==> src/rtl/evt_pkg.sv <==
package evt_pkg;
  localparam int ADDR_W = 3;

  localparam logic [ADDR_W-1:0] A_CAPS = 3'd0;
  localparam logic [ADDR_W-1:0] A_GEN  = 3'd1;
  localparam logic [ADDR_W-1:0] A_CHAN = 3'd2;
  localparam logic [ADDR_W-1:0] A_CMP  = 3'd3;
  localparam logic [ADDR_W-1:0] A_CNT  = 3'd4;

  // channel control word, bit 0 is enable
  typedef struct packed {
    logic w32;
    logic setval;
    logic periodic;
    logic enable;
  } chcfg_t;
endpackage

==> src/rtl/evt_counter.sv <==
module evt_counter #(
  parameter int CNT_W = 64
) (
  input  logic             clk,
  input  logic             rst_n,
  input  logic             run_i,
  input  logic             wr_i,
  input  logic [CNT_W-1:0] wdata_i,
  output logic [CNT_W-1:0] cnt_o
);
  logic [CNT_W-1:0] cnt_q, cnt_n;
  logic             cnt_en;

  always_comb begin
    cnt_en = run_i | wr_i;
    cnt_n  = cnt_q;
    if (wr_i && !run_i) cnt_n = wdata_i;
    else if (run_i)     cnt_n = cnt_q + 1'b1;
  end

  always_ff @(posedge clk or negedge rst_n) begin
    if (!rst_n)      cnt_q <= '0;
    else if (cnt_en) cnt_q <= cnt_n;
  end

  assign cnt_o = cnt_q;

  AST_CNT_FROZEN: assert property (@(posedge clk) disable iff (!rst_n)
    (!run_i && !wr_i) |=> $stable(cnt_q));
  AST_CNT_STEP: assert property (@(posedge clk) disable iff (!rst_n)
    run_i |=> (cnt_q == $past(cnt_q) + 1'b1));
endmodule

==> src/rtl/evt_channel.sv <==
module evt_channel
  import evt_pkg::*;
#(
  parameter int CNT_W    = 64,
  parameter int NARROW_W = 32
) (
  input  logic             clk,
  input  logic             rst_n,
  input  logic             run_i,
  input  logic [CNT_W-1:0] cnt_i,
  input  logic             cfg_we_i,
  input  logic [3:0]       cfg_wdata_i,
  input  logic             cmp_we_i,
  input  logic [CNT_W-1:0] cmp_wdata_i,
  output chcfg_t           cfg_o,
  output logic [CNT_W-1:0] cmp_o,
  output logic             fire_o
);
  localparam int PAD_W = CNT_W - NARROW_W;

  chcfg_t           cfg_q, cfg_n;
  logic [CNT_W-1:0] cmp_q, cmp_n;
  logic [CNT_W-1:0] per_q, per_n;
  logic             phase_q, phase_n;
  logic             fire_q;
  logic             eq, match;

  function automatic logic [CNT_W-1:0] fold(input logic [CNT_W-1:0] v, input logic narrow);
    fold = narrow ? {{PAD_W{1'b0}}, v[NARROW_W-1:0]} : v;
  endfunction

  always_comb begin
    eq    = cfg_q.w32 ? (cnt_i[NARROW_W-1:0] == cmp_q[NARROW_W-1:0]) : (cnt_i == cmp_q);
    match = run_i && cfg_q.enable && eq;
  end

  always_comb begin
    cfg_n   = cfg_q;
    cmp_n   = cmp_q;
    per_n   = per_q;
    phase_n = phase_q;
    if (match && cfg_q.periodic) cmp_n = fold(cmp_q + per_q, cfg_q.w32);
    if (cfg_we_i) begin
      cfg_n   = chcfg_t'(cfg_wdata_i);
      phase_n = 1'b0;
    end
    if (cmp_we_i) begin
      if (cfg_q.setval && phase_q) begin
        per_n        = fold(cmp_wdata_i, cfg_q.w32);
        cfg_n.setval = 1'b0;
        phase_n      = 1'b0;
      end else begin
        cmp_n = fold(cmp_wdata_i, cfg_q.w32);
        per_n = fold(cmp_wdata_i, cfg_q.w32);
        if (cfg_q.setval) phase_n = 1'b1;
      end
    end
  end

  always_ff @(posedge clk or negedge rst_n) begin
    if (!rst_n) begin
      cfg_q   <= '0;
      cmp_q   <= '0;
      per_q   <= '0;
      phase_q <= 1'b0;
      fire_q  <= 1'b0;
    end else begin
      cfg_q   <= cfg_n;
      cmp_q   <= cmp_n;
      per_q   <= per_n;
      phase_q <= phase_n;
      fire_q  <= match;
    end
  end

  assign cfg_o  = cfg_q;
  assign cmp_o  = cmp_q;
  assign fire_o = fire_q;

  AST_SETVAL_HOLDS_CMP: assert property (@(posedge clk) disable iff (!rst_n)
    (cmp_we_i && cfg_q.setval && phase_q) |=> ($stable(cmp_q) && !cfg_q.setval));
  AST_ONESHOT_STILL: assert property (@(posedge clk) disable iff (!rst_n)
    (!cfg_q.periodic && !cmp_we_i) |=> $stable(cmp_q));
  AST_DISABLED_QUIET: assert property (@(posedge clk) disable iff (!rst_n)
    (!cfg_q.enable && !cmp_we_i) |=> ($stable(cmp_q) && !fire_q));
  AST_PULSE_ONE_CYCLE: assert property (@(posedge clk) disable iff (!rst_n)
    fire_q |=> !fire_q);
  AST_NARROW_CMP: assert property (@(posedge clk) disable iff (!rst_n)
    cfg_q.w32 |=> (cfg_q.w32 |-> (cmp_q[CNT_W-1:NARROW_W] == '0 || $past(cmp_q[CNT_W-1:NARROW_W]) == cmp_q[CNT_W-1:NARROW_W])));
endmodule

==> src/rtl/evt_regs.sv <==
module evt_regs
  import evt_pkg::*;
#(
  parameter int   CNT_W   = 64,
  parameter logic LEG_CAP = 1'b1
) (
  input  logic              clk,
  input  logic              rst_n,
  input  logic              wr_en,
  input  logic              rd_en,
  input  logic [ADDR_W-1:0] addr,
  input  logic [1:0]        gen_wdata,
  input  logic [CNT_W-1:0]  cnt_i,
  input  logic [CNT_W-1:0]  cmp_i,
  input  chcfg_t            chcfg_i,
  output logic              run_o,
  output logic              leg_o,
  output logic              cnt_we_o,
  output logic              cfg_we_o,
  output logic              cmp_we_o,
  output logic [CNT_W-1:0]  rdata_o
);
  logic             run_q, run_n, leg_q, leg_n, gen_we;
  logic [CNT_W-1:0] rd_q, rd_n;

  always_comb begin
    gen_we   = wr_en && (addr == A_GEN);
    cnt_we_o = wr_en && (addr == A_CNT);
    cfg_we_o = wr_en && (addr == A_CHAN);
    cmp_we_o = wr_en && (addr == A_CMP);
    run_n    = gen_wdata[0];
    leg_n    = gen_wdata[1] & LEG_CAP;
  end

  always_comb begin
    rd_n = '0;
    unique case (addr)
      A_CAPS:  rd_n[0]   = LEG_CAP;
      A_GEN:   rd_n[1:0] = {leg_q, run_q};
      A_CHAN:  rd_n[3:0] = chcfg_i;
      A_CMP:   rd_n      = cmp_i;
      A_CNT:   rd_n      = cnt_i;
      default: rd_n      = '0;
    endcase
  end

  always_ff @(posedge clk or negedge rst_n) begin
    if (!rst_n) begin
      run_q <= 1'b0;
      leg_q <= 1'b0;
    end else if (gen_we) begin
      run_q <= run_n;
      leg_q <= leg_n;
    end
  end

  always_ff @(posedge clk or negedge rst_n) begin
    if (!rst_n)     rd_q <= '0;
    else if (rd_en) rd_q <= rd_n;
  end

  assign run_o   = run_q;
  assign leg_o   = leg_q;
  assign rdata_o = rd_q;

  AST_LEG_NEEDS_CAP: assert property (@(posedge clk) disable iff (!rst_n)
    leg_q |-> LEG_CAP);
endmodule

==> src/rtl/evt_timer.sv <==
module evt_timer
  import evt_pkg::*;
#(
  parameter int   CNT_W    = 64,
  parameter int   NARROW_W = 32,
  parameter logic LEG_CAP  = 1'b1
) (
  input  logic              clk,
  input  logic              rst_n,
  input  logic              wr_en,
  input  logic              rd_en,
  input  logic [ADDR_W-1:0] addr,
  input  logic [CNT_W-1:0]  wdata,
  output logic [CNT_W-1:0]  rdata,
  output logic              tmr_irq,
  output logic              tmr_irq_legacy
);
  logic             run, leg, cnt_we, cfg_we, cmp_we, fire;
  logic [CNT_W-1:0] cnt, cmp;
  chcfg_t           chcfg;

  evt_regs #(.CNT_W(CNT_W), .LEG_CAP(LEG_CAP)) u_regs (
    .clk(clk), .rst_n(rst_n), .wr_en(wr_en), .rd_en(rd_en), .addr(addr),
    .gen_wdata(wdata[1:0]), .cnt_i(cnt), .cmp_i(cmp), .chcfg_i(chcfg),
    .run_o(run), .leg_o(leg), .cnt_we_o(cnt_we), .cfg_we_o(cfg_we),
    .cmp_we_o(cmp_we), .rdata_o(rdata)
  );

  evt_counter #(.CNT_W(CNT_W)) u_cnt (
    .clk(clk), .rst_n(rst_n), .run_i(run), .wr_i(cnt_we),
    .wdata_i(wdata), .cnt_o(cnt)
  );

  evt_channel #(.CNT_W(CNT_W), .NARROW_W(NARROW_W)) u_ch0 (
    .clk(clk), .rst_n(rst_n), .run_i(run), .cnt_i(cnt),
    .cfg_we_i(cfg_we), .cfg_wdata_i(wdata[3:0]), .cmp_we_i(cmp_we),
    .cmp_wdata_i(wdata), .cfg_o(chcfg), .cmp_o(cmp), .fire_o(fire)
  );

  assign tmr_irq        = fire & ~leg;
  assign tmr_irq_legacy = fire & leg;

  AST_IRQ_EXCLUSIVE: assert property (@(posedge clk) disable iff (!rst_n)
    $onehot0({tmr_irq, tmr_irq_legacy}));
  AST_IRQ_AFTER_RUN: assert property (@(posedge clk) disable iff (!rst_n)
    (tmr_irq || tmr_irq_legacy) |-> $past(run));
endmodule

==> config.mk <==
export PLATFORM = sky130hd
export DESIGN_NAME = evt_timer
export DESIGN_NICKNAME = d
export VERILOG_FILES = /design/src/rtl/evt_pkg.sv /design/src/rtl/evt_counter.sv /design/src/rtl/evt_channel.sv /design/src/rtl/evt_regs.sv /design/src/rtl/evt_timer.sv
export SDC_FILE = /design/constraint.sdc
export NUM_CORES = 1
export LEC_CHECK = 0
export BUFFER_PORTS_ARGS = -buffer_cell sky130_fd_sc_hd__buf_2
export CAP_MARGIN = 5
export CORE_ASPECT_RATIO = 0.8
export CORE_MARGIN = 2
export CORE_UTILIZATION = 40
export DETAILED_ROUTE_END_ITERATION = 8
export PLACE_DENSITY_LB_ADDON = 0.12
export SLEW_MARGIN = 10
export SYNTH_ARGS = -nofsm -noshare
export SYNTH_HDL_FRONTEND = slang
export SYNTH_SLANG_ARGS = --single-unit
==> constraint.sdc <==
create_clock -name clk -period 3.13 [get_ports clk]
set_clock_uncertainty 0.1 [all_clocks]
set_input_delay 0.1565 -clock clk [delete_from_list [all_inputs] [get_ports clk]]
set_output_delay 0.1565 -clock clk [all_outputs]
set_load 0.01 [all_outputs]
# Word level (Yosys, flattened, before mapping)
# Index checks and enable logic that the tools add are counted.
[word_totals]
regBits = 264
latch_bits = 0
ramBits = 0
mem_bits_ro = 0
inputBits = 71
n_memories = 0
[op_classes]
addsub = 2
multipliers = 0
div_mod_pow = 0
order_cmp = 0
eq_ne = 6
shift = 0
muxes = 19
bitwise = 4
reduce_logical = 13
[ops]
columns = ["cell", "count"]
rows = [
  ["64-bit two-way mux", 7],
  ["60-bit case mux with 2 select lines", 1],
  ["64-bit by 1-bit adder with 64-bit output, second input constant", 1],
  ["64-bit adder", 1],
  ["64-bit equality test", 1],
  ["32-bit equality test", 1],
  ["1-bit logical AND", 9],
  ["1-bit two-way mux", 7],
  ["3-bit by 2-bit equality test with 1-bit output, second input constant", 2],
  ["2-bit case mux with 3 select lines", 1],
  ["1-bit case mux with 5 select lines", 1],
  ["1-bit case mux with 4 select lines", 1],
  ["3-bit by 1-bit equality test with 1-bit output, second input constant", 1],
  ["3-bit equality test, second input constant", 1],
  ["3-bit zero test", 1],
  ["3-bit two-way mux", 1],
  ["1-bit bitwise AND", 2],
  ["2-bit AND reduction", 1],
  ["2-bit nonzero test", 1],
  ["1-bit zero test", 1],
  ["1-bit inverter", 1],
  ["1-bit bitwise OR", 1],
]

# Depth between registers and ports, before layout
# Gate-level depths: netlist (run 1).
[logic_depth]
ltp_word = 7
depth_mapped = 13
depth_no_buf = 13

# Hierarchy
# A second synthesis (run 1) with hierarchy kept.
[unflattened]
cells_unflattened = 2000
area_unflattened_um2 = 17357.9
[modules_own_cells]
columns = ["mod", "n_inst", "cells_per_inst", "area_each_um2", "seq_area_each_um2"]
rows = [
  ["evt_channel", 1, 1197, 10323.7, 3353.2],
  ["evt_counter", 1, 495, 4055.1, 1601.5],
  ["evt_regs", 1, 306, 2962.8, 1651.6],
  ["evt_timer", 1, 2, 16.3, 0.0],
]

# Worst setup path before layout (run 1)
# No wires, ideal clock.
[synth_path]
path_kind = "flip-flop to flip-flop"
startpoint = "register u_ch0.cmp_q[0], in the netlist u_ch0.cmp_o[0]"
endpoint = "register u_ch0.cmp_q[56], in the netlist u_ch0.cmp_o[56]"
setup_time_ps = 134
arrival_ps = 3005
t_required_ps = 2896
setup_slack_ps = -109
path_stages_with_launch = 14
synth_period_minus_slack_ps = 3239
cell_sequence = "dfrtp_1 -> ha_1 -> fa_1 -> a211oi_1 -> o21a_1 -> a221oi_2 -> or3b_1 -> a21oi_1 -> or3_4 -> o41ai_4 -> a41oi_1 -> or2b_1 -> xnor2_1 -> o21ai_0"
[synth_between]
elab_chain_len = 7
word_cells_on_any_way = 10
cone_classes = "1 x add/sub; 2 x eq/ne; 5 x mux; 2 x reduce/logical"
[synth_rtl]
columns = ["item", "line", "rtl"]
rows = [
  ["start: declaration", "evt_channel.sv:22", "logic [CNT_W-1:0] cmp_q, cmp_n;"],
  ["start signal: assignment", "evt_channel.sv:69", "cmp_q <= cmp_n;"],
  ["branches (longest 4 deep; another with 64-bit adder)", "--", ""],
  ["64-bit two-way mux *", "evt_channel.sv:42", "if (match && cfg_q.periodic) cmp_n = fold(cmp_q + per_q, cfg_q.w32);"],
  ["64-bit two-way mux", "evt_channel.sv:48", "if (cfg_q.setval && phase_q) begin"],
  ["64-bit two-way mux *", "evt_channel.sv:47", "if (cmp_we_i) begin"],
  ["net u_ch0.cmp_n[56]", "evt_channel.sv:22", ""],
]
# Mark *: on every way through the listed nets, which the timed path passes.
# A chain may end at the register's enable or synchronous reset.

# Worst setup path after layout (run 1)
[layout_path]
startpoint = "register u_ch0.per_q[0]"
endpoint = "register u_ch0.cmp_q[34], in the netlist u_ch0.cmp_o[34]"
[layout_between]
elab_chain_len = 5
[layout_rtl]
columns = ["item", "line", "rtl"]
rows = [
  ["start: declaration", "evt_channel.sv:23", "logic [CNT_W-1:0] per_q, per_n;"],
  ["start signal: assignment", "evt_channel.sv:70", "per_q <= per_n;"],
  ["64-bit adder *", "evt_channel.sv:42", ""],
  ["64-bit two-way mux *", "evt_channel.sv:29", "fold = narrow ? {{PAD_W{1'b0}}, v[NARROW_W-1:0]} : v;"],
  ["64-bit two-way mux *", "evt_channel.sv:42", ""],
  ["64-bit two-way mux", "evt_channel.sv:48", ""],
  ["64-bit two-way mux *", "evt_channel.sv:47", ""],
  ["net u_ch0.cmp_n[34]", "evt_channel.sv:22", ""],
]
# The timed path passes the listed nets; every way through them passes the cells marked *.

==> results of run 1 <==
[worst max-delay path, stage by stage, from the launching register on]
cell and delay, ns:
dfrtp_1 0.38, ha_2 0.20, fa_2 0.35, a211oi_2 0.19
o21a_1 0.22, a221oi_4 0.10, or3b_4 0.43, a21oi_4 0.18
or3_4 0.17, buf_4 0.11, buf_6 0.08, nor2b_4 0.16
buf_6 0.11, xnor2_1 0.05, and3_1 0.18, a21oi_1 0.12
o21ai_1 0.07
[cells by family after synthesis]
group	share of synthesized area, %
adder cells (fa/ha/maj)	5.00
multiplexers	4.97
AO/OA/AOI/OAI	22.3
XOR/XNOR	7.05
flip-flops	40.3
buffers and inverters	3.61
AND/OR/NAND/NOR	16.8
[power groups by stage]
stage | Clock, mW | Sequential, mW | Combinational (mW)
after floorplan | 0 | 4.77 | 3.79
after global routing | 3.83 | 4.91 | 8.16
after detailed placement | 0 | 4.83 | 6.84
final | 3.63 | 4.83 | 7.56
after CTS | 3.70 | 4.80 | 7.20
after global placement | 0 | 4.81 | 6.86
[worst max path at each step]
stage                     slack [ns]  cells after the start                        end
after CTS                      -0.17                     12  u_ch0.cmp_o[63]$_DFF_PN0_
after global routing           -0.37                     14  u_ch0.cmp_o[60]$_DFF_PN0_
after floorplan               -0.002                     13  u_ch0.cmp_o[56]$_DFF_PN0_
after global placement         -0.25                     13  u_ch0.cmp_o[56]$_DFF_PN0_
after detailed placement       -0.27                     12  u_ch0.cmp_o[60]$_DFF_PN0_
final                          -0.20                     16  u_ch0.cmp_o[34]$_DFF_PN0_
[per-layer routing]
layer | global-route usage (%) | vias up | wire length (um) | share of wire, %
li1 | - | 7633 | - | -
met1 | 45.4 | 7907 | 31200 | 49
met2 | 42.7 | 653 | 26000 | 41
met3 | 6.05 | 89 | 4970 | 7.8
met4 | 6.35 | 2 | 1430 | 2.3
met5 | 0 | - | 9 | 0.014
[registers in the layout (all words and copies together) (netlist names)]
register        cells
u_ch0.cfg_o         4
u_ch0.cmp_o        64
u_ch0.fire_o        1
u_ch0.per_q        64
u_ch0.phase_q       1
u_cnt.cnt_o        64
u_regs.leg_o        1
u_regs.rdata_o     64
u_regs.run_o        1
[cell usage after synthesis (all sizes together) (23+ instances only)]
library cell  count
nor2            200
xnor2            94
dfrtp           264
o21ai           159
a211oi           31
nand3            46
mux2             35
mux2i            42
nand2           201
nor3             23
nand4            47
ha               64
a21oi           200
xor2             38
clkbuf          110
a22oi            82
[area by class of cell]
type / instances / area (sq um) / share of cell area, %
clock inverters: 13 / 149 / 0.679
inverters: 22 / 82.6 / 0.377
well taps: 544 / 681 / 3.11
multi-input cells: 1474 / 9800 / 44.7
clock buffers: 39 / 826 / 3.77
flip-flops and latches: 264 / 6610 / 30.2
repair buffers: 500 / 3770 / 17.2
[through the flow]
step                instances  setup TNS (ns)  area (sq um)
floorplan                1887        -0.00212         16400
global route             2856           -5.28         21900
detailed placement       2713           -6.64         19500
CTS                      2847           -1.56         21600
finish                   2856           -1.69         21900
global placement         2713           -7.34         19500
[what timing repair did]
| action | 4_1_cts | 5_1_grt |
|---|---|---|
| hold buffers | 72 | 0 |
| pin swaps | 47 | 24 |
| resized for setup | 59 | 56 |
| endpoints found under the setup margin | 64 | 54 |
| hold endpoints to repair | 298 | 0 |
| setup buffers | 12 | 10 |
==> impl_metrics.json, run 1 <==
{
  "syn_nets": 2023,
  "area_growth_pct": 33.6,
  "first_iter_violations": 1479,
  "setup_violations": 16,
  "finalCritPeriodShare_pct": 106,
  "final-hold-violation-count": 0,
  "cts_buffers": 30,
  "synth_top_area_share_pct": 40.3,
  "grt_max_degree": 79,
  "clkPwrFrac_pct": 22.7,
  "intPower_mw": 9.64,
  "yosysUniqueCellTypes": 71,
  "seq_area_frac_synth_pct": 40.3,
  "switching_power_mw": 6.37,
  "grt.total_usage_pct": 29.7,
  "drt-total-wl_um": 63600,
  "die_width_um": 230,
  "ir_worst_vdd_mv": 0.443,
  "rrSetupSlack_ns": -0.20,
  "drive_above_1_share_pct": 26.3,
  "p_leak_nw": 9.44,
  "cp.arrival_ns": 3.70,
  "relSlewSlack_pct": 40.0,
  "ctsHtreeMaxLevel": 1,
  "r2r-start": "u_ch0.per_q[0]$_DFFE_PN0P_",
  "firstDrtPassIters": 8,
  "tritoncts_num_sinks": 264,
  "fp.coreArea_sq_mm": 0.0405,
  "cp_max_fo": 3,
  "mostFrequentLayoutCells": "buf_4 (275), dfrtp_1 (262), nand2_1 (197)",
  "cp-start-kind": "flip-flop",
  "wl_per_cell_um": 22.3,
  "maxSlewViolCount": 0,
  "ioPinCount": 137,
  "tightest_slew_ns": 0.900,
  "start_util_pct": 40.5,
  "cts.clk_slew.worst_paths_ns": 0.07,
  "ant_nets": 0,
  "die_h_um": 185,
  "rr_worst_depth": 16,
  "cts_tree": "done",
  "whs_ns": 0.0288,
  "crit_start": "u_ch0.per_q[0]$_DFFE_PN0P_",
  "avgViaCountPerCell": 5.70,
  "rsz0062_at_grt": "yes",
  "fin_util_pct": 54.0,
  "p_per_area_mw_per_mm2": 731,
  "pre_cts_slack_ns": -0.275,
  "path_class": "reg2reg",
  "drv_cap": 0,
  "fin_nets": 2428,
  "r2r-end": "u_ch0.cmp_o[34]$_DFF_PN0_",
  "gp_congestion": 0.963,
  "synthArstFlopShare_pct": 100,
  "ys_seq_elements": 264,
  "grt_pass1_wl_um": 96600,
  "fillers": 3833,
  "dp_hpwl_um": 47100,
  "period_needed_ns": 3.33,
  "end_kind": "flip-flop",
  "syn_avg_cell_area_sq_um": 8.69,
  "synth_area_leader_cell": "dfrtp_1",
  "p_seq_share_pct": 30.1,
  "clk_latency_ns": 0.58,
  "violations": "setup timing",
  "synth_edf_count": 0,
  "status": "finished with violations",
  "antennaDiodeCount": 0,
  "first_global_vias": 15696,
  "p_total_mw": 16.0,
  "cts_root_buffer": "clkbuf_16",
  "syn_area_sq_mm": 0.0164,
  "rows": 66,
  "vias": 16284,
  "pwr-share-comb_pct": 47.2,
  "clockBufferDepth": 3,
  "p_sw_share_pct": 39.8,
  "hold_path.class": "in2async",
  "fmax_ghz": 0.301,
  "synth_area_leaders": "dfrtp_1 (40%), a21oi_1 (6.1%), xnor2_1 (5.0%)",
  "grt-ovfl-total": 0,
  "syn_inst": 1887,
  "yosys_warnings": 0,
  "final_common_cell": "buf_4",
  "fp.dieArea_sq_mm": 0.0427,
  "synth-main-ff-cell": "dfrtp_1",
  "fin_ws_ns": -0.196,
  "antenna_found_initial": 1,
  "drc_errors": 0,
  "critical_path_required_ns": 3.50,
  "place.port_buffers": 136
}
No activity file was read; power rests on OpenSTA's default activity.
==> inputs of run 2 (changes only) <==
--- a/config.mk
+++ b/config.mk
@@ -16,3 +16,4 @@
 export SYNTH_ARGS = -nofsm -noshare
 export SYNTH_HDL_FRONTEND = slang
 export SYNTH_SLANG_ARGS = --single-unit
+export TNS_END_PERCENT = 1
==> impl_metrics.json, run 2 (synthesis results as in run 1) <==
{
  "hold_path.class": "in2async",
  "gp_congestion": 0.963,
  "fp.coreArea_sq_mm": 0.0405,
  "violations": "setup timing",
  "grt_pass1_wl_um": 96400,
  "fin_ws_ns": -0.218,
  "met1_length_um": 31400,
  "cts_tree": "done",
  "grt_max_degree": 79,
  "p_total_mw": 15.8,
  "p_per_area_mw_per_mm2": 732,
  "first_iter_violations": 1424,
  "p_leak_nw": 9.34,
  "relSlewSlack_pct": 40.9,
  "status": "finished with violations",
  "cp.arrival_ns": 3.71,
  "cp_max_fo": 3,
  "ff_latch_area_sq_mm": 0.00661,
  "wl_met3_um": 4650,
  "cts_root_buffer": "clkbuf_16",
  "drt-total-wl_um": 63300,
  "ir_worst_vdd_mv": 0.459,
  "antennaDiodeCount": 0,
  "grt-ovfl-total": 0,
  "highest-signal-layer": "met5",
  "rows": 66,
  "ioPinCount": 137,
  "antenna_found_initial": 1,
  "final-hold-violation-count": 0,
  "path_class": "reg2reg",
  "drc_errors": 0,
  "end_kind": "flip-flop",
  "period_needed_ns": 3.35,
  "multi_input_area_sq_mm": 0.00963,
  "setup_violations": 17,
  "final_common_cell": "buf_4",
  "area_growth_pct": 31.8,
  "drv_cap": 0,
  "rsz0062_at_grt": "yes",
  "r2r-start": "u_ch0.cmp_o[0]$_DFF_PN0_",
  "tritoncts_num_sinks": 264,
  "finalCritPeriodShare_pct": 107,
  "clockBufferDepth": 3,
  "grt.total_usage_pct": 29.6,
  "fin_util_pct": 53.3,
  "cts_buffers": 30,
  "wl_met2_um": 25800,
  "ctsHtreeMaxLevel": 1,
  "drive_above_1_share_pct": 25.1,
  "crit_start": "u_ch0.cmp_o[0]$_DFF_PN0_",
  "cp-start-kind": "flip-flop",
  "critical_path_required_ns": 3.49,
  "fmax_ghz": 0.299,
  "fillers": 3861,
  "mostFrequentLayoutCells": "buf_4 (268), dfrtp_1 (262), nand2_1 (199)",
  "tightest_slew_ns": 0.886,
  "vias": 16176,
  "cts.clk_slew.worst_paths_ns": 0.06,
  "first_global_vias": 15647,
  "fin_nets": 2415,
  "avgViaCountPerCell": 5.69,
  "fp.dieArea_sq_mm": 0.0427,
  "maxSlewViolCount": 0,
  "wl_per_cell_um": 22.3,
  "firstDrtPassIters": 6,
  "die_h_um": 185,
  "die_width_um": 230,
  "start_util_pct": 40.5,
  "dp_hpwl_um": 47100,
  "clk_latency_ns": 0.59,
  "place.port_buffers": 136,
  "ant_nets": 0
}
[run 2: cell count changes in the layout (fill, tap and decap cells not counted), moves of 3 or more]
cell,delta
a21oi_1,+3
a31oi_4,-3
buf_4,-7
buf_6,-6
ha_1,+3
ha_4,-3
o21ai_0,+10
o21ai_1,-8
[run 2: stage by stage]
| step | hold slack [ns] | cell area (sq um) | TNS (ns) | instances | worst slack, ns |
|---|---|---|---|---|---|
| 2_1_floorplan | -0.239 | 16400 | -0.00212 | 1887 | -0.00212 |
| 3_3_place_gp | 0.0754 | 19500 | -7.34 | 2713 | -0.249 |
| 3_5_place_dp | 0.0712 | 19500 | -6.64 | 2713 | -0.275 |
| 4_1_cts | 0.0486 | 21400 | -1.85 | 2842 | -0.192 |
| 5_1_grt | 0.0744 | 21600 | -5.55 | 2843 | -0.391 |
| 6_report | 0.0298 | 21600 | -1.79 | 2843 | -0.218 |
[run 2: path summary, 6_finish.rpt]
path                                             endpoint  slack (ns)  cells past startpoint
setup / recovery                u_ch0.cmp_o[50]$_DFF_PN0_       -0.22                     15
hold / removal             u_regs.rdata_o[11]$_DFFE_PN0P_        0.03                      2
setup reg to reg                u_ch0.cmp_o[50]$_DFF_PN0_       -0.22                     15
hold reg to reg               u_ch0.per_q[42]$_DFFE_PN0P_        0.38                      2
max in group asynchronous        u_regs.leg_o$_DFFE_PN0P_        1.85                      3
min in group clk                u_ch0.cmp_o[29]$_DFF_PN0_        0.24                      4
[run 2: worst max-delay path: stages, from the launching register on]
cell and delay (ns):
dfrtp_1 0.38, ha_2 0.20, fa_2 0.37, a211oi_2 0.19
o21a_2 0.21, a221oi_4 0.09, or3b_4 0.45, a21oi_4 0.18
or3_4 0.18, o41ai_4 0.06, buf_4 0.17, buf_4 0.13
buf_6 0.11, xor2_1 0.14, a211oi_2 0.19, a21oi_1 0.06
[run 2: area by class of cell]
type                       instances  share of cell area [%]
multi-input combinational       1474                    44.5
sequential                       264                    30.6
timing repair buffer             487                    16.9
clock buffer                      39                    3.82
tap                              544                    3.15
clock inverter                    13                   0.689
inverter                          22                   0.382
[run 2: repair_timing]
item	CTS	global route
hold buffers	72	0
hold endpoints to repair	298	0
resized for setup	30	41
pin swaps	29	19
setup buffers	5	1
endpoints found under the setup margin	64	55
[run 2: layer usage]
metal / GRT usage (%) / vias to the layer above
li1: - / 7610
met1: 45.3 / 7858
met2: 42.7 / 618
met3: 6.02 / 88
met4: 6.32 / 2
met5: 0 / -
[run 2: where the power goes]
group,switching [mW],internal (mW),total (mW)
Combinational,4.06,3.31,7.37
Sequential,0.683,4.13,4.81
Clock,1.55,2.09,3.64
